<file path="src/rtl/cardSeqPkg.sv">
package cardSeqPkg;

  typedef enum logic [2:0] {
    ST_IDLE,
    ST_WAIT,
    ST_LIVE,
    ST_DRST,
    ST_DCLK,
    ST_DIO,
    ST_DVCC,
    ST_REARM
  } seqState_e;

  // Strobes from control to the contact datapath
  typedef struct packed {
    logic vccOn;
    logic ioOn;
    logic clkOn;
    logic rstOn;
  } gateStrobe_t;

endpackage

</file>
<file path="src/rtl/cardSeqCtrl.sv">
module cardSeqCtrl
  import cardSeqPkg::*;
#(
  parameter int T_RST = 200,
  parameter int T_CLK = 200,
  parameter int T_IO  = 200,
  parameter int T_VCC = 200,
  parameter int T_CHK = 50000
) (
  input  logic        clk,
  input  logic        rstN,
  input  logic        cmdVccAN,
  input  logic        cmdVccBN,
  input  logic        cardPresent,
  input  logic        offN,
  input  logic        supplyGood,
  input  logic        overCurrent,
  input  logic        underVoltage,
  input  logic        offAck,
  output gateStrobe_t gate,
  output logic        ready
);

  function automatic int maxOf(input int a, input int b);
    return (a > b) ? a : b;
  endfunction

  localparam int MAXT = maxOf(maxOf(maxOf(T_RST, T_CLK), maxOf(T_IO, T_VCC)), T_CHK);
  localparam int CW   = $clog2(MAXT + 1);

  seqState_e   state, stateNext;
  logic [CW-1:0] cnt, stepLimit;
  logic        cmdPrevA, cmdPrevB;
  logic        fallAny, bothHigh, fault, stopReq, startOk, cntDone;
  gateStrobe_t gateQ;

  assign fallAny  = (cmdPrevA & ~cmdVccAN) | (cmdPrevB & ~cmdVccBN);
  assign bothHigh = cmdVccAN & cmdVccBN;
  assign fault    = overCurrent | underVoltage | ~cardPresent | offAck;
  assign stopReq  = bothHigh | fault;
  assign startOk  = (state == ST_IDLE) & fallAny & cardPresent & offN;

  always_comb begin
    case (state)
      ST_WAIT: stepLimit = CW'(T_CHK);
      ST_DRST: stepLimit = CW'(T_RST);
      ST_DCLK: stepLimit = CW'(T_CLK);
      ST_DIO:  stepLimit = CW'(T_IO);
      ST_DVCC: stepLimit = CW'(T_VCC);
      default: stepLimit = CW'(1);
    endcase
  end

  assign cntDone = (cnt == stepLimit - CW'(1));

  always_comb begin
    stateNext = state;
    case (state)
      ST_IDLE:  if (startOk) stateNext = ST_WAIT;
      ST_WAIT: begin
        if (stopReq)         stateNext = ST_DRST;
        else if (supplyGood) stateNext = ST_LIVE;
        else if (cntDone)    stateNext = ST_DRST;
      end
      ST_LIVE:  if (stopReq) stateNext = ST_DRST;
      ST_DRST:  if (cntDone) stateNext = ST_DCLK;
      ST_DCLK:  if (cntDone) stateNext = ST_DIO;
      ST_DIO:   if (cntDone) stateNext = ST_DVCC;
      ST_DVCC:  if (cntDone) stateNext = ST_REARM;
      ST_REARM: if (bothHigh) stateNext = ST_IDLE;
      default:  stateNext = ST_IDLE;
    endcase
  end

  always_ff @(posedge clk or negedge rstN) begin
    if (!rstN) begin
      state    <= ST_IDLE;
      cnt      <= '0;
      cmdPrevA <= 1'b1;
      cmdPrevB <= 1'b1;
      gateQ    <= '0;
    end else begin
      state    <= stateNext;
      cnt      <= (stateNext != state) ? '0 : cnt + CW'(1);
      cmdPrevA <= cmdVccAN;
      cmdPrevB <= cmdVccBN;
      if (state == ST_IDLE && stateNext == ST_WAIT) gateQ.vccOn <= 1'b1;
      if (state == ST_WAIT && stateNext == ST_LIVE) begin
        gateQ.rstOn <= 1'b1;
        gateQ.clkOn <= 1'b1;
        gateQ.ioOn  <= 1'b1;
      end
      if (state == ST_DRST && stateNext == ST_DCLK)  gateQ.rstOn <= 1'b0;
      if (state == ST_DCLK && stateNext == ST_DIO)   gateQ.clkOn <= 1'b0;
      if (state == ST_DIO  && stateNext == ST_DVCC)  gateQ.ioOn  <= 1'b0;
      if (state == ST_DVCC && stateNext == ST_REARM) gateQ.vccOn <= 1'b0;
    end
  end

  assign gate  = gateQ;
  assign ready = (state == ST_LIVE);

  AST_GATE_ORDER: assert property (@(posedge clk) disable iff (!rstN)
    !(gateQ.rstOn && !gateQ.clkOn) && !(gateQ.clkOn && !gateQ.ioOn) && !(gateQ.ioOn && !gateQ.vccOn));
  AST_READY_POWERED: assert property (@(posedge clk) disable iff (!rstN)
    ready |-> gateQ.vccOn);
  AST_STOP_DROPS_READY: assert property (@(posedge clk) disable iff (!rstN)
    (ready && stopReq) |=> !ready);
  AST_ACCEPT_POWERS: assert property (@(posedge clk) disable iff (!rstN)
    startOk |=> gateQ.vccOn);
  AST_NO_CARD_NO_POWER: assert property (@(posedge clk) disable iff (!rstN)
    (state == ST_IDLE && !(cardPresent && offN)) |=> !gateQ.vccOn);
  AST_CHECKPOINT: assert property (@(posedge clk) disable iff (!rstN)
    (state == ST_WAIT && cntDone && !supplyGood) |=> (state == ST_DRST));
  AST_REARM_WAITS: assert property (@(posedge clk) disable iff (!rstN)
    (state == ST_REARM && !bothHigh) |=> !gateQ.vccOn);

endmodule

</file>
<file path="src/rtl/cardSeqPath.sv">
module cardSeqPath
  import cardSeqPkg::*;
(
  input  logic        clk,
  input  logic        rstN,
  input  gateStrobe_t gate,
  input  logic        hostRst,
  input  logic        hostClk,
  input  logic        hostIo,
  input  logic        hostAux1,
  input  logic        hostAux2,
  output logic        cardRst,
  output logic        cardClk,
  output logic        cardIo,
  output logic        cardAux1,
  output logic        cardAux2,
  output logic        supplyEn
);

  // Straight AND gating: the clock is cut the instant its strobe drops
  assign cardRst  = hostRst  & gate.rstOn;
  assign cardClk  = hostClk  & gate.clkOn;
  assign cardIo   = hostIo   & gate.ioOn;
  assign cardAux1 = hostAux1 & gate.ioOn;
  assign cardAux2 = hostAux2 & gate.ioOn;
  assign supplyEn = gate.vccOn;

  AST_LINES_LOW_UNPOWERED: assert property (@(posedge clk) disable iff (!rstN)
    !gate.vccOn |-> !(cardRst | cardClk | cardIo | cardAux1 | cardAux2));

endmodule

</file>
<file path="src/rtl/cardPowerSeq.sv">
module cardPowerSeq
  import cardSeqPkg::*;
#(
  parameter int T_RST = 200,
  parameter int T_CLK = 200,
  parameter int T_IO  = 200,
  parameter int T_VCC = 200,
  parameter int T_CHK = 50000
) (
  input  logic clk,
  input  logic rstN,
  input  logic cmdVccAN,
  input  logic cmdVccBN,
  input  logic hostRst,
  input  logic hostClk,
  input  logic hostIo,
  input  logic hostAux1,
  input  logic hostAux2,
  input  logic cardPresent,
  input  logic offN,
  input  logic supplyGood,
  input  logic overCurrent,
  input  logic underVoltage,
  input  logic offAck,
  output logic cardRst,
  output logic cardClk,
  output logic cardIo,
  output logic cardAux1,
  output logic cardAux2,
  output logic supplyEn,
  output logic ready
);

  gateStrobe_t gate;

  cardSeqCtrl #(
    .T_RST(T_RST), .T_CLK(T_CLK), .T_IO(T_IO), .T_VCC(T_VCC), .T_CHK(T_CHK)
  ) u_ctrl (
    .clk(clk), .rstN(rstN),
    .cmdVccAN(cmdVccAN), .cmdVccBN(cmdVccBN),
    .cardPresent(cardPresent), .offN(offN), .supplyGood(supplyGood),
    .overCurrent(overCurrent), .underVoltage(underVoltage), .offAck(offAck),
    .gate(gate), .ready(ready)
  );

  cardSeqPath u_path (
    .clk(clk), .rstN(rstN), .gate(gate),
    .hostRst(hostRst), .hostClk(hostClk), .hostIo(hostIo),
    .hostAux1(hostAux1), .hostAux2(hostAux2),
    .cardRst(cardRst), .cardClk(cardClk), .cardIo(cardIo),
    .cardAux1(cardAux1), .cardAux2(cardAux2), .supplyEn(supplyEn)
  );

endmodule

</file>
<file path="config.mk">
export PLATFORM = sky130hd
export DESIGN_NAME = cardPowerSeq
export DESIGN_NICKNAME = d
export VERILOG_FILES = /design/src/rtl/cardSeqPkg.sv /design/src/rtl/cardSeqCtrl.sv /design/src/rtl/cardSeqPath.sv /design/src/rtl/cardPowerSeq.sv
export SDC_FILE = /design/constraint.sdc
export NUM_CORES = 1
export LEC_CHECK = 0
export ABC_AREA = 1
export BUFFER_PORTS_ARGS = -buffer_cell sky130_fd_sc_hd__buf_4
export CAP_MARGIN = 20
export CORE_MARGIN = 2
export CORE_UTILIZATION = 35
export DETAILED_ROUTE_END_ITERATION = 8
export GPL_TIMING_DRIVEN = 0
export PLACE_DENSITY = 0.61
export SYNTH_ARGS = -nofsm -noshare
export SYNTH_HDL_FRONTEND = slang
export SYNTH_SLANG_ARGS = --single-unit
</file>
<file path="constraint.sdc">
create_clock -name clk -period 4 [get_ports clk]
set_input_delay 0.2 -clock clk [delete_from_list [all_inputs] [get_ports clk]]
set_output_delay 0.2 -clock clk [all_outputs]
set_load 0.005 [all_outputs]
</file>
# [Word-level counts from Yosys, hierarchy flattened]
# Cells that the tools add are included.
[totals] output_inout_bits=7 register_bits=25 word_cells=75 in_bits=15
[op_classes] muxes=19 n_eq_ne=15 bitwise_logic=19 addsub=2 reduce_logical=12
[op_table] op="$mux 3" count=11
[op_table] op="$pmux 16 s2" count=1
[op_table] op="$eq 3x3->1 const B" count=8
[op_table] op="$pmux 3 s8" count=1
[op_table] op="$add 16x1->16 const B" count=1
[op_table] op="$eq 16x16->1" count=1
[op_table] op="$mux 16" count=1
[op_table] op="$sub 16x1->16 const B" count=1
[op_table] op="$and 1x1->1" count=11
[op_table] op="$eq 3x2->1 const B" count=3
[op_table] op="$reduce_bool 2->1" count=4
[op_table] op="$eq 3x1->1 const B" count=2
[op_table] op="$logic_and 1x1->1" count=6
[op_table] op="$mux 1" count=5
[op_table] op="$or 1x1->1" count=5
[op_table] op="$reduce_or 4->1" count=1
[op_table] op="$logic_not 3->1" count=1
[op_table] op="$ne 3x3->1" count=1
[op_table] op="$not 1->1" count=3

# [Logic depth before layout (Yosys ltp)]
# Gate-level depths: netlist of the first run.
[logic_depth] ltp_word=13 ltp_mapped=14 depth_no_buf=13

# [Cells and area by module]
# From an unflattened synthesis of the first run, not the netlist that was laid out.
[hier_totals] hier_cells=196 area_unflattened_um2=1535.2
[by_module_without_submodules] mod="cardSeqCtrl" seq_area_each_um2=628.1 cells_each=185 area_each_um2=1490.2 n_inst=1
[by_module_without_submodules] mod="cardSeqPath" seq_area_each_um2=0.0 cells_each=11 area_each_um2=45.0 n_inst=1

# [Worst setup path before layout of the first run]
# OpenSTA, ideal clock, no wires.
[synth_timing] path_type="flip-flop to flip-flop" startpoint="reg u_ctrl.cnt[0]" endpoint="reg u_ctrl.cnt[14]" arrival_time_ns=1.676 setup_slack_ns=2.200 setup_ns=0.124 period_less_slack_ns=1.800 stages_incl_launch_ff=13 t_required_ns=3.876 path_buffers=0 path_cell_list="dfrtp_1 -> ha_1 -> nand3_1 -> nor2_1 -> nand2_1 -> nor3_1 -> inv_1 -> nor2_1 -> inv_1 -> nor2_1 -> nand4_1 -> xor2_1 -> nor2_4"
[synth_between] elab_chain_len=7 elab_cells_between_ends=12 cone_classes="add/sub (1); eq/ne (2); mux (9)"
[synth_rtl] item="from (decl)" line_no="cardSeqCtrl.sv:32" source="logic [CW-1:0] cnt, stepLimit;"
[synth_rtl] item="from (signal assigned)" line_no="cardSeqCtrl.sv:84" source="cnt <= (stateNext != state) ? '0 : cnt + CW'(1);"
[synth_rtl] item="$eq 16x16->1" line_no="cardSeqCtrl.sv:54" source="assign cntDone = (cnt == stepLimit - CW'(1));"
[synth_rtl] item="$mux 3" line_no="cardSeqCtrl.sv:63" source="else if (cntDone) stateNext = ST_DRST;"
[synth_rtl] item="$mux 3" line_no="cardSeqCtrl.sv:62" source="else if (supplyGood) stateNext = ST_LIVE;"
[synth_rtl] item="$mux 3" line_no="cardSeqCtrl.sv:61" source="if (stopReq) stateNext = ST_DRST;"
[synth_rtl] item="$pmux 3 s8" line_no="cardSeqCtrl.sv:58" source="case (state)"
[synth_rtl] item="$ne 3x3->1" line_no="cardSeqCtrl.sv:84"
[synth_rtl] item="$mux 16 *" line_no="cardSeqCtrl.sv:84"
# Every way passes the cells marked *; elsewhere a longest branch is shown, timed or not.
# A chain may end at the register's enable or synchronous reset.

# [Final worst setup path of the first run]
# Same ends and word-level chain as after synthesis.

==> results of run 1 <==
power by group through the flow:
stage	sequential (mW)	clock, mW	combinational, mW
after floorplan	0.260	0	0.00431
after global placement	0.259	0	0.0253
after detailed placement	0.259	0	0.0254
after CTS	0.255	0.157	0.0263
after global routing	0.255	0.169	0.0289
final	0.254	0.148	0.0255
final cells by class:
cell class / instances / area (um^2)
multi-input combinational: 138 / 817
sequential: 25 / 628
tap: 52 / 65.1
fill: 456 / 2500
inverter: 28 / 105
timing repair buffer: 22 / 168
clock buffer: 4 / 45.0
buffer: 2 / 27.5
cells by family after synthesis:
logic type      count (synthesis)  synth area share (%)
flops                          25                  39.8
xor+xnor                       12                  6.66
simple gates                  109                  38.3
buf+inv                        30                  8.41
compound gates                 16                  6.03
fa+ha+maj                       1                 0.793
registers in the layout, summed over array words and instances (netlist names):
signal	count
u_ctrl.cnt	16
u_ctrl.cmdPrevA	1
u_ctrl.state	3
u_ctrl.gate	4
u_ctrl.cmdPrevB	1
worst paths after layout:
kind	start	end	slack (ps)	cells after the start
max	u_ctrl.cnt[0]	u_ctrl.cnt[14]	1900	12
min	cmdVccBN	u_ctrl.cmdPrevB	50	1
max reg2reg	u_ctrl.cnt[0]	u_ctrl.cnt[14]	1900	12
min reg2reg	u_ctrl.gate[3]	u_ctrl.gate[3]	520	2
max in group asynchronous	rstN	u_ctrl.cmdPrevB	3340	2
min in group asynchronous	rstN	u_ctrl.gate[3]	370	2
cells in the final DEF (no fill, tap or decap), drive strengths merged:
| cell | instances |
|---|---|
| nand4 | 5 |
| dlygate4sd3 | 1 |
| a21oi | 5 |
| nand3b | 2 |
| dfrtp | 23 |
| nor3 | 3 |
| o21ai | 5 |
| inv | 28 |
| xnor2 | 3 |
| o22ai | 3 |
| buf | 23 |
| a31oi | 1 |
| nand3 | 14 |
| dfstp | 2 |
| clkbuf | 4 |
| nor2 | 38 |
| or2 | 1 |
| ha | 1 |
| nor4 | 2 |
| a32oi | 1 |
| xor2 | 9 |
| a21boi | 1 |
| nand2 | 44 |
metal layers:
layer  track usage, %  wire length (um)  vias up
met5                0                 0        -
li1                 -                 -      666
met1             17.3              1410      561
met3             3.85               148        2
met4             2.52                18        0
met2             20.0              1300       23
critical path: cells and delay by family, from the launching register on:
family,cells,cell delay [ps]
xor gates and xnor gates,1,240
buffers and inverters,2,170
DFF,1,470
adders and majority gates,1,220
and+or+nand+nor,8,880
timing repair:
action | 4_1_cts | 5_1_grt
endpoints found under the hold margin | 23 | 0
setup endpoints to repair | 0 | 0
hold buffers | 1 | 0
==> impl_summary.log, run 1 <==
[metrics] CTS H-Tree Depth: 1
[metrics] instance count of the mapped netlist: roughly 190
[metrics] pin count of the biggest net entering global routing: 26
[metrics] share of layout cells above drive strength 1: roughly a quarter
[metrics] power share of the sequential group: 59.5%
[metrics] most frequent cell after synthesis: sky130_fd_sc_hd__nand2_1
[metrics] area of the core: 4350 um^2
[metrics] reported net switching power: 0.0881 mW
[metrics] Cell Area, Placed: approximately 1800 um^2
[metrics] average detailed-routed wire length per instance: 10.6 um
[metrics] maximum single-stage delay on the critical path: 470 ps
[metrics] internal power component: between 0.3 and 0.4 mW
[metrics] maximum vdd drop: 204 uV
[metrics] fraction of power consumed by combinational cells: around 6.0%
[metrics] clock network power share: around a third
[metrics] HPWL reported at the end of detailed placement: between 2000 and 2500 um
[metrics] mean cell area of the mapped netlist: 8.17 um^2
[metrics] cell type contributing the most total cell area after synthesis: sky130_fd_sc_hd__dfrtp_1
[metrics] Final Skew: 7.42 ps
[metrics] data arrival time of the worst path: 2250 ps
[metrics] data required time at the worst endpoint: a little over 4000 ps
[metrics] Starting Density: 36.2%
[metrics] final total power: 0.428 mW
[metrics] # diodes: 0
[metrics] synth-to-layout area growth: 17.6%
[metrics] # Post-CTS Setup Buffers: 0
[metrics] sequence of cells on the critical path: ha_1, nand3_1, nor2_1, nand2_1, nor3_1, inv_1, nor2_1, inv_1, nor2_1, nand4_1, xor2_1, nor2_4
[metrics] max-capacitance violation count: 0
[metrics] cell count after placement: 266
[metrics] Worst Setup Slack post-DPL: 1910 ps
[metrics] routability cong.: 0.842
[metrics] 1st-pass router iterations: 4
[metrics] run status: completed
[metrics] clock edge transition at the registers on the reported setup and hold paths: 90 ps
[metrics] Net Count, Synth: between 200 and 250
[metrics] setup repair after global routing missed its margin: no
[metrics] count of distinct cell types in the synthesized netlist: 32
[metrics] final number of hold-violating endpoints: 0
[metrics] root buffer cell: sky130_fd_sc_hd__clkbuf_8
[metrics] number of buffers added by the clock tree synthesis step: 3
[metrics] fin util: between 40% and 50%
[metrics] top cells by area, synth: sky130_fd_sc_hd__dfrtp_1, sky130_fd_sc_hd__nand2_1, sky130_fd_sc_hd__nor2_4, sky130_fd_sc_hd__inv_1, sky130_fd_sc_hd__nor2_1
[metrics] proportion of synthesized flip-flops having asynchronous set or reset: between 90% and 100%
[metrics] floorplan die area: roughly 5000 um^2
[metrics] most used flip-flop cell after synthesis: sky130_fd_sc_hd__dfrtp_1
[metrics] element type at the critical path end: register
[metrics] final wirelength: roughly 2900 um
[metrics] CTS sink cnt: 25
[metrics] first-pass GRT wire length: 5110 um
[metrics] initial antenna violation count: 0
[metrics] startpoint kind of the worst setup timing path: register
[metrics] initial DRC count: 57
[metrics] Tightest Pin Transition: 438 ps
[metrics] sum of negative setup slack: 0 ps
[metrics] Relative slew margins: 70.6%
[metrics] maximum buffer depth of the clock tree: 2
[metrics] max frequency: 477 MHz
[metrics] Top Ports: 22
[metrics] Final nets: 236
[metrics] number of cell rows: 24
[metrics] number of pins with negative max-slew slack in the final report: 0
[metrics] Pleak: 0.890 nW
[metrics] Switching Share: 20.6%
[metrics] ANT nets after route: 0
[metrics] overall overflow remaining after global route: 0
[metrics] number of warnings printed during yosys synthesis: 0
[metrics] #FFs+latches synth: 25
[metrics] number of failing setup endpoints in the final timing report: 0
[metrics] Setup Crit Path Kind: register to register
[metrics] width of the die: 71.1 um
[metrics] top fanout value on the critical path: 7
[metrics] cell types with the highest counts after synthesis: sky130_fd_sc_hd__nand2_1, sky130_fd_sc_hd__inv_1, sky130_fd_sc_hd__nor2_1
[metrics] Port-buffer cells: 21
[metrics] Min-Delay Path Class: primary input to register
[metrics] critical path's slowest cell: sky130_fd_sc_hd__dfrtp_1
[metrics] Post-Syn Area: about 1600 um^2
[metrics] share of the synthesized area in the top cell type: a little over a third
[metrics] GRT Overall Usage: about an eighth
[metrics] min setup slack post-route: about 1900 ps
[metrics] Power Density: 230 nW/um^2
[metrics] CTS tree: yes
[metrics] Final min period: 2100 ps
[metrics] post-cts gate resize count: 0
[metrics] worst hold slack: 52.8 ps
[metrics] DRC violations left: 0
[metrics] non-filler cells, final: 271
[metrics] Via density: 4.62
[metrics] number of synthesized flops with an enable pin: 0
[metrics] clock network latency to the later pin of the worst-skew pair: 270 ps
[metrics] via count of the routed design: 1252
[metrics] ratio of final minimum period to clock period: 52.4%
[metrics] vias in the first global route: 1112
[metrics] part of the Yosys area used for sequential elements: 39.8%
[metrics] most used cell, CP: sky130_fd_sc_hd__nor2_1
[metrics] Final Instance Area: 1860 um^2
[metrics] die height: 71.1 um
Note: power is estimated with default switching activity, not from simulation.
==> run 2, diff against run 1 <==
--- a/config.mk
+++ b/config.mk
@@ -12,7 +12,7 @@
 export CORE_UTILIZATION = 35
 export DETAILED_ROUTE_END_ITERATION = 8
 export GPL_TIMING_DRIVEN = 0
-export PLACE_DENSITY = 0.61
+export PLACE_DENSITY = 0.63
 export SYNTH_ARGS = -nofsm -noshare
 export SYNTH_HDL_FRONTEND = slang
 export SYNTH_SLANG_ARGS = --single-unit
==> constraint.sdc (replaced) <==
create_clock -name clk -period 1.8 [get_ports clk]
set_input_delay 0.09 -clock clk [delete_from_list [all_inputs] [get_ports clk]]
set_output_delay 0.09 -clock clk [all_outputs]
set_load 0.005 [all_outputs]
==> run 2 against run 1 <==
  * The flow now finishes with violations (setup timing)
  * Sequential share of layout area is 7.3 points lower
  * Via count grew 20%
  * Core utilization increased by 12 points
  * Count of clock-buffer cells in the layout decreased by 1
  * First-iteration DRC count is 49% higher
  * Critical path type unchanged
  * Critical endpoint unchanged
  * Highest routed layer unchanged
==> impl_summary.log, run 2 (synthesis results as in run 1) <==
[metrics] run status: finished with violations
[metrics] failing checks: setup timing
[metrics] initial antenna violation count: 0
[metrics] filler instances: roughly 380
[metrics] GRT Overall Usage: 14.9%
[metrics] critical path's slowest cell: sky130_fd_sc_hd__dfrtp_2
[metrics] number of buffers added by the clock tree synthesis step: 3
[metrics] HPWL reported at the end of detailed placement: 2160 um
[metrics] CTS tree: yes
[metrics] Relative slew margins: approximately 78%
[metrics] vias in the first global route: 1405
[metrics] final total power: 0.964 mW
[metrics] routability cong.: 0.866
[metrics] reported net switching power: 0.210 mW
[metrics] setup repair after global routing missed its margin: yes
[metrics] ANT nets after route: 0
[metrics] Pleak: between 1 and 1.5 nW
[metrics] number of pins with negative max-slew slack in the final report: 0
[metrics] clock edge transition at the registers on the reported setup and hold paths: 90 ps
[metrics] overall overflow remaining after global route: 0
[metrics] worst hold path endpoint: u_ctrl.gate[3]
[metrics] Tightest Pin Transition: 336 ps
[metrics] Final min period: 1910 ps
[metrics] Setup Crit Path Kind: register to register
[metrics] min setup slack post-route: -114 ps
[metrics] top fanout value on the critical path: 3
[metrics] commonest non-fill, non-tap cell in the layout: sky130_fd_sc_hd__buf_4
[metrics] data arrival time of the worst path: 2080 ps
[metrics] ratio of final minimum period to clock period: 106%
[metrics] worst hold slack: 191 ps
[metrics] final wirelength: slightly below 4000 um
[metrics] floorplan die area: 5060 um^2
[metrics] register-to-register path setup slack: -110 ps
[metrics] Final Skew: 5.54 ps
[metrics] data required time at the worst endpoint: 1960 ps
[metrics] Min-Delay Path Class: primary input to register
[metrics] sequence of cells on the critical path: ha_4, nand3_4, nor2_4, nand2_2, nor3_2, inv_1, nor2_2, inv_2, nor2_2, nand4_1, xor2_2, nor2_4
[metrics] # diodes: 0
[metrics] Starting Density: 36.2%
[metrics] width of the die: 71.1 um
[metrics] startpoint kind of the worst setup timing path: register
[metrics] synth-to-layout area growth: 51.3%
[metrics] area of the core: 4350 um^2
[metrics] DRC violations left: 0
[metrics] share of layout cells above drive strength 1: 51.3%
[metrics] die height: 71.1 um
[metrics] terminus of the critical flop-to-flop path: u_ctrl.cnt[14]
[metrics] Final nets: 278
[metrics] first-pass GRT wire length: a little over 6000 um
[metrics] maximum single-stage delay on the critical path: 430 ps
[metrics] average detailed-routed wire length per instance: 12.5 um
[metrics] final number of hold-violating endpoints: 0
[metrics] Port-buffer cells: 21
[metrics] via count of the routed design: 1506
[metrics] number of cell rows: 24
[metrics] CTS H-Tree Depth: 1
[metrics] internal power component: about 0.75 mW
[metrics] R2R cell count: 12
[metrics] clock network latency to the later pin of the worst-skew pair: 270 ps
[metrics] number of cells traversed by the worst hold path: 3
[metrics] Worst R2R Start: u_ctrl.cnt[1]
[metrics] maximum vdd drop: 347 uV
[metrics] number of failing setup endpoints in the final timing report: 17
[metrics] root buffer cell: sky130_fd_sc_hd__clkbuf_8
[metrics] max frequency: approximately 520 MHz
[metrics] Top Ports: 22
[metrics] most frequent cells in the layout: sky130_fd_sc_hd__buf_4, sky130_fd_sc_hd__nand2_1, sky130_fd_sc_hd__inv_1, sky130_fd_sc_hd__dfrtp_1
[metrics] power share of the sequential group: between 50% and 60%
[metrics] start point of the worst hold path: offN
[metrics] max-capacitance violation count: 0
[metrics] 1st-pass router iterations: 4
[metrics] maximum buffer depth of the clock tree: 2
[metrics] initial DRC count: 85
[metrics] Via density: approximately 4.8
[metrics] Switching Share: ~22%
[metrics] pin count of the biggest net entering global routing: 26
[metrics] register containing the most flip-flops in the final layout: u_ctrl.cnt
[metrics] element type at the critical path end: register
[metrics] max FFs per register: 16
[metrics] fraction of power consumed by combinational cells: 6.3%
[metrics] CTS sink cnt: 25
[metrics] clock network power share: 35.0%
[metrics] Power Density: approximately 400 nW/um^2
==> run 2: changes by cell type in the layout (fill, tap and decap cells not counted), moves of 4 or more <==
cell | before | now
sky130_fd_sc_hd__nor2_2 | 1 | 8
sky130_fd_sc_hd__nand2_1 | 37 | 29
sky130_fd_sc_hd__buf_4 | 22 | 57
sky130_fd_sc_hd__nand2_2 | 7 | 15
sky130_fd_sc_hd__dfrtp_1 | 23 | 18
sky130_fd_sc_hd__nor2_1 | 26 | 15
sky130_fd_sc_hd__nor2_4 | 11 | 15
sky130_fd_sc_hd__dfrtp_2 | 0 | 5
sky130_fd_sc_hd__buf_6 | 0 | 4
==> run 2: layout make-up <==
class	count	area, um^2	area share [%]
plain buffers	2	31.3	1.31
clock buffers	3	41.3	1.73
clock inverters	1	5.00	0.210
inverters	28	113	4.72
multi-input cells	138	978	41.0
flip-flops and latches	25	634	26.6
well taps	52	65.1	2.73
repair buffers	64	519	21.8
==> run 2: worst max-delay path: cells and delay by family, from the launching register on <==
kind / cells / cell delay, ps
buffers and inverters: 2 / 140
adders and majority gates: 1 / 160
and+or+nand+nor: 8 / 850
xor gates and xnor gates: 1 / 230
DFF: 1 / 430
==> run 2: worst max path at each step <==
stage	to	start	depth (start not counted)	slack, ps
after floorplan	u_ctrl.cnt[14]	u_ctrl.cnt[0]	12	0.09
after global placement	u_ctrl.cnt[14]	u_ctrl.cnt[0]	12	-240
after detailed placement	u_ctrl.cnt[14]	u_ctrl.cnt[0]	12	-250
after CTS	u_ctrl.cnt[14]	u_ctrl.cnt[0]	12	-40
after global routing	u_ctrl.cnt[14]	u_ctrl.cnt[1]	12	-270
final	u_ctrl.cnt[14]	u_ctrl.cnt[1]	12	-110
==> run 2: metrics by stage <==
step	setup TNS (ps)	instance area, um^2	std cells	setup slack (ps)	util [%]
floorplan	0	1580	193	0.0858	-
detailed placement	-2770	1800	266	-252	41.4
global placement	-2200	1800	266	-240	41.4
CTS	-529	2170	298	-42.7	49.9
finish	-1260	2390	313	-114	54.8
global route	-3850	2390	313	-266	54.8
==> run 2: metal layers <==
layer / GRT usage [%] / vias to the layer above / part of all wire [%] / routed length, um
li1: - / 745 / - / -
met1: 18.8 / 718 / 43 / 1680
met2: 26.1 / 38 / 52 / 2010
met3: 3.70 / 5 / 4.8 / 189
met4: 2.52 / 0 / 0.54 / 21
met5: 0 / - / 0 / 0
==> run 2: power by group through the flow <==
stage          sequential (mW)  clock, mW  combinational, mW
5_1_grt                  0.566      0.374             0.0692
3_5_place_dp             0.577          0             0.0563
4_1_cts                  0.566      0.357             0.0617
2_1_floorplan            0.577          0            0.00958
6_report                 0.566      0.338             0.0611
3_3_place_gp             0.577          0             0.0560
==> run 2: repair_timing <==
item	CTS	global route
cloned	1	0
setup buffers	24	15
resized for setup	29	29
hold buffers	3	0
setup endpoints to repair	19	20
pin swaps	7	22
endpoints found under the hold margin	27	0
==> run 3, diff against run 2 <==
--- a/config.mk
+++ b/config.mk
@@ -12,7 +12,8 @@
 export CORE_UTILIZATION = 35
 export DETAILED_ROUTE_END_ITERATION = 8
 export GPL_TIMING_DRIVEN = 0
-export PLACE_DENSITY = 0.63
+export PLACE_DENSITY = 0.61
+export SKIP_CTS_REPAIR_TIMING = 1
 export SYNTH_ARGS = -nofsm -noshare
 export SYNTH_HDL_FRONTEND = slang
 export SYNTH_SLANG_ARGS = --single-unit
==> constraint.sdc (replaced) <==
create_clock -name clk -period 2 [get_ports clk]
set_input_delay 0.1 -clock clk [delete_from_list [all_inputs] [get_ports clk]]
set_output_delay 0.1 -clock clk [all_outputs]
set_load 0.005 [all_outputs]
==> run 3 against run 2 <==
  * The flow now finishes without violations
  * Core utilization shrank 5.8 points
  * Worst setup slack gained 180 ps
  * Critical path depth is the same
  * First-iteration DRC count shrank 26%
  * Global-route usage shrank 2.3 points
  * Non-clock buffer count shrank 23
  * Combinational power shrank 12%
  * Sequential cell count is the same
  * Critical endpoint unchanged
  * Largest cell class unchanged
  * Largest power group unchanged
==> impl_summary.log, run 3 (synthesis results as in run 1) <==
[metrics] run status: completed
[metrics] synth-to-layout area growth: 35.3%
[metrics] average detailed-routed wire length per instance: 11.5 um
[metrics] final total power: 0.861 mW
[metrics] first-pass GRT wire length: 5090 um
[metrics] source of the critical timing path: u_ctrl.cnt[0]
[metrics] Final min period: 1930 ps
[metrics] register containing the most flip-flops in the final layout: u_ctrl.cnt
[metrics] Port-buffer cells: 21
[metrics] width of the die: 71.1 um
[metrics] Top Ports: 22
[metrics] data required time at the worst endpoint: 2160 ps
[metrics] Relative slew margins: 77.7%
[metrics] pin count of the biggest net entering global routing: 26
[metrics] area of the core: 4350 um^2
[metrics] final number of hold-violating endpoints: 0
[metrics] CTS tree: yes
[metrics] Power Density: 403 nW/um^2
[metrics] max FFs per register: 16
[metrics] final wirelength: 3320 um
[metrics] fin util: 49.0%
[metrics] max-capacitance violation count: 0
[metrics] GRT Overall Usage: 12.6%
[metrics] 1st-pass router iterations: 5
[metrics] filler instances: 431
[metrics] Worst R2R Start: u_ctrl.cnt[0]
[metrics] share of layout cells above drive strength 1: 40.8%
[metrics] Pleak: 0.993 nW
[metrics] via count of the routed design: 1318
[metrics] Final Skew: 6.71 ps
[metrics] maximum vdd drop: about 410 uV
[metrics] clock edge transition at the registers on the reported setup and hold paths: 90 ps
[metrics] top fanout value on the critical path: 4
[metrics] data arrival time of the worst path: ~2100 ps
[metrics] Tightest Pin Transition: 335 ps
[metrics] die height: 71.1 um
[metrics] CTS H-Tree Depth: 1
[metrics] setup repair after global routing missed its margin: yes
[metrics] overall overflow remaining after global route: 0
[metrics] vias in the first global route: 1106
[metrics] root buffer cell: sky130_fd_sc_hd__clkbuf_8
[metrics] startpoint kind of the worst setup timing path: register
[metrics] Setup Crit Path Kind: register to register
[metrics] commonest non-fill, non-tap cell in the layout: sky130_fd_sc_hd__buf_4
[metrics] ANT nets after route: 0
[metrics] initial DRC count: 63
[metrics] floorplan die area: 5060 um^2
[metrics] routability cong.: 0.842
[metrics] number of buffers added by the clock tree synthesis step: 3
[metrics] number of failing setup endpoints in the final timing report: 0
[metrics] HPWL reported at the end of detailed placement: between 2000 and 2500 um
[metrics] number of pins with negative max-slew slack in the final report: 0
[metrics] clock network latency to the later pin of the worst-skew pair: around 270 ps
[metrics] Starting Density: 36.2%
[metrics] # diodes: 0
[metrics] Final nets: about 260
[metrics] start point of the worst hold path: offN
[metrics] number of cell rows: 24
[metrics] DRC violations left: 0
[metrics] Via density: 4.54
[metrics] CTS sink cnt: 25
[metrics] maximum buffer depth of the clock tree: 2
[metrics] element type at the critical path end: register
[metrics] max frequency: between 500 and 600 MHz
[metrics] Min-Delay Path Class: primary input to register
[metrics] most frequent cells in the layout: sky130_fd_sc_hd__buf_4, sky130_fd_sc_hd__nand2_1, sky130_fd_sc_hd__inv_1, sky130_fd_sc_hd__nor2_1, sky130_fd_sc_hd__dfrtp_1
[metrics] initial antenna violation count: 0
[metrics] ratio of final minimum period to clock period: 96.5%
==> run 3: cell count changes in the layout (fill, tap and decap cells not counted), sizes merged <==
cell    change
buf        -24
clkbuf      +2
clkinv      -2
inv         +1
==> run 3: worst paths after layout <==
check	to	slack, ps	depth (start not counted)
worst min-delay path	u_ctrl.gate[3]	190	3
worst max-delay path	u_ctrl.cnt[14]	70	12
max in group asynchronous	u_ctrl.cmdPrevB	1440	2
min in group asynchronous	u_ctrl.gate[3]	270	2
worst min register to register	u_ctrl.cnt[0]	470	1
worst max register to register	u_ctrl.cnt[14]	70	12
==> run 3: worst max-delay path: stages, from the launching register on <==
cell and delay, ps:
sky130_fd_sc_hd__dfrtp_2 400, sky130_fd_sc_hd__ha_2 190, sky130_fd_sc_hd__nand3_2 100, sky130_fd_sc_hd__nor2_2 130, sky130_fd_sc_hd__nand2_2 70, sky130_fd_sc_hd__nor3_2 180, sky130_fd_sc_hd__inv_2 80, sky130_fd_sc_hd__nor2_4 90
sky130_fd_sc_hd__inv_2 50, sky130_fd_sc_hd__nor2_2 110, sky130_fd_sc_hd__nand4_1 150, sky130_fd_sc_hd__xor2_2 240, sky130_fd_sc_hd__nor2_4 50
==> run 3: layout make-up <==
cell class                      instances  area [um^2]  share of cell area, %
Buffer                                  2         31.3                   1.47
Clock buffer                            4         45.0                   2.11
Inverter                               28          110                   5.16
Multi-Input combinational cell        138          901                   42.2
Sequential cell                        25          633                   29.7
Tap cell                               52         65.1                   3.05
Timing Repair Buffer                   41          349                   16.4
==> run 3: through the flow <==
| stage | hold WS [ps] | TNS, ps | std cells | instance area [um^2] | worst slack [ps] |
|---|---|---|---|---|---|
| finish | 189 | 0 | 290 | 2130 | 70.3 |
| floorplan | -196 | 0 | 193 | 1580 | 200 |
| CTS | -266 | -409 | 270 | 1850 | -130 |
| detailed placement | 31.8 | -197 | 266 | 1800 | -91.0 |
| global route | 202 | -481 | 290 | 2130 | -91.2 |
| global placement | 30.0 | -159 | 266 | 1800 | -122 |
==> run 3: where the power goes <==
group | leakage (nW) | internal (mW) | switching (mW)
Clock | 0.0228 | 0.142 | 0.155
Combinational | 0.664 | 0.0308 | 0.0232
Sequential | 0.306 | 0.509 | 0.000452
Total | 0.993 | 0.682 | 0.179
==> run 3: metal layers <==
| metal | up-vias | track usage (%) | wire, um |
|---|---|---|---|
| met4 | 0 | 2.52 | 18 |
| met3 | 2 | 3.85 | 143 |
| met5 | - | 0 | 0 |
| li1 | 702 | - | - |
| met1 | 593 | 17.4 | 1550 |
| met2 | 21 | 19.5 | 1610 |
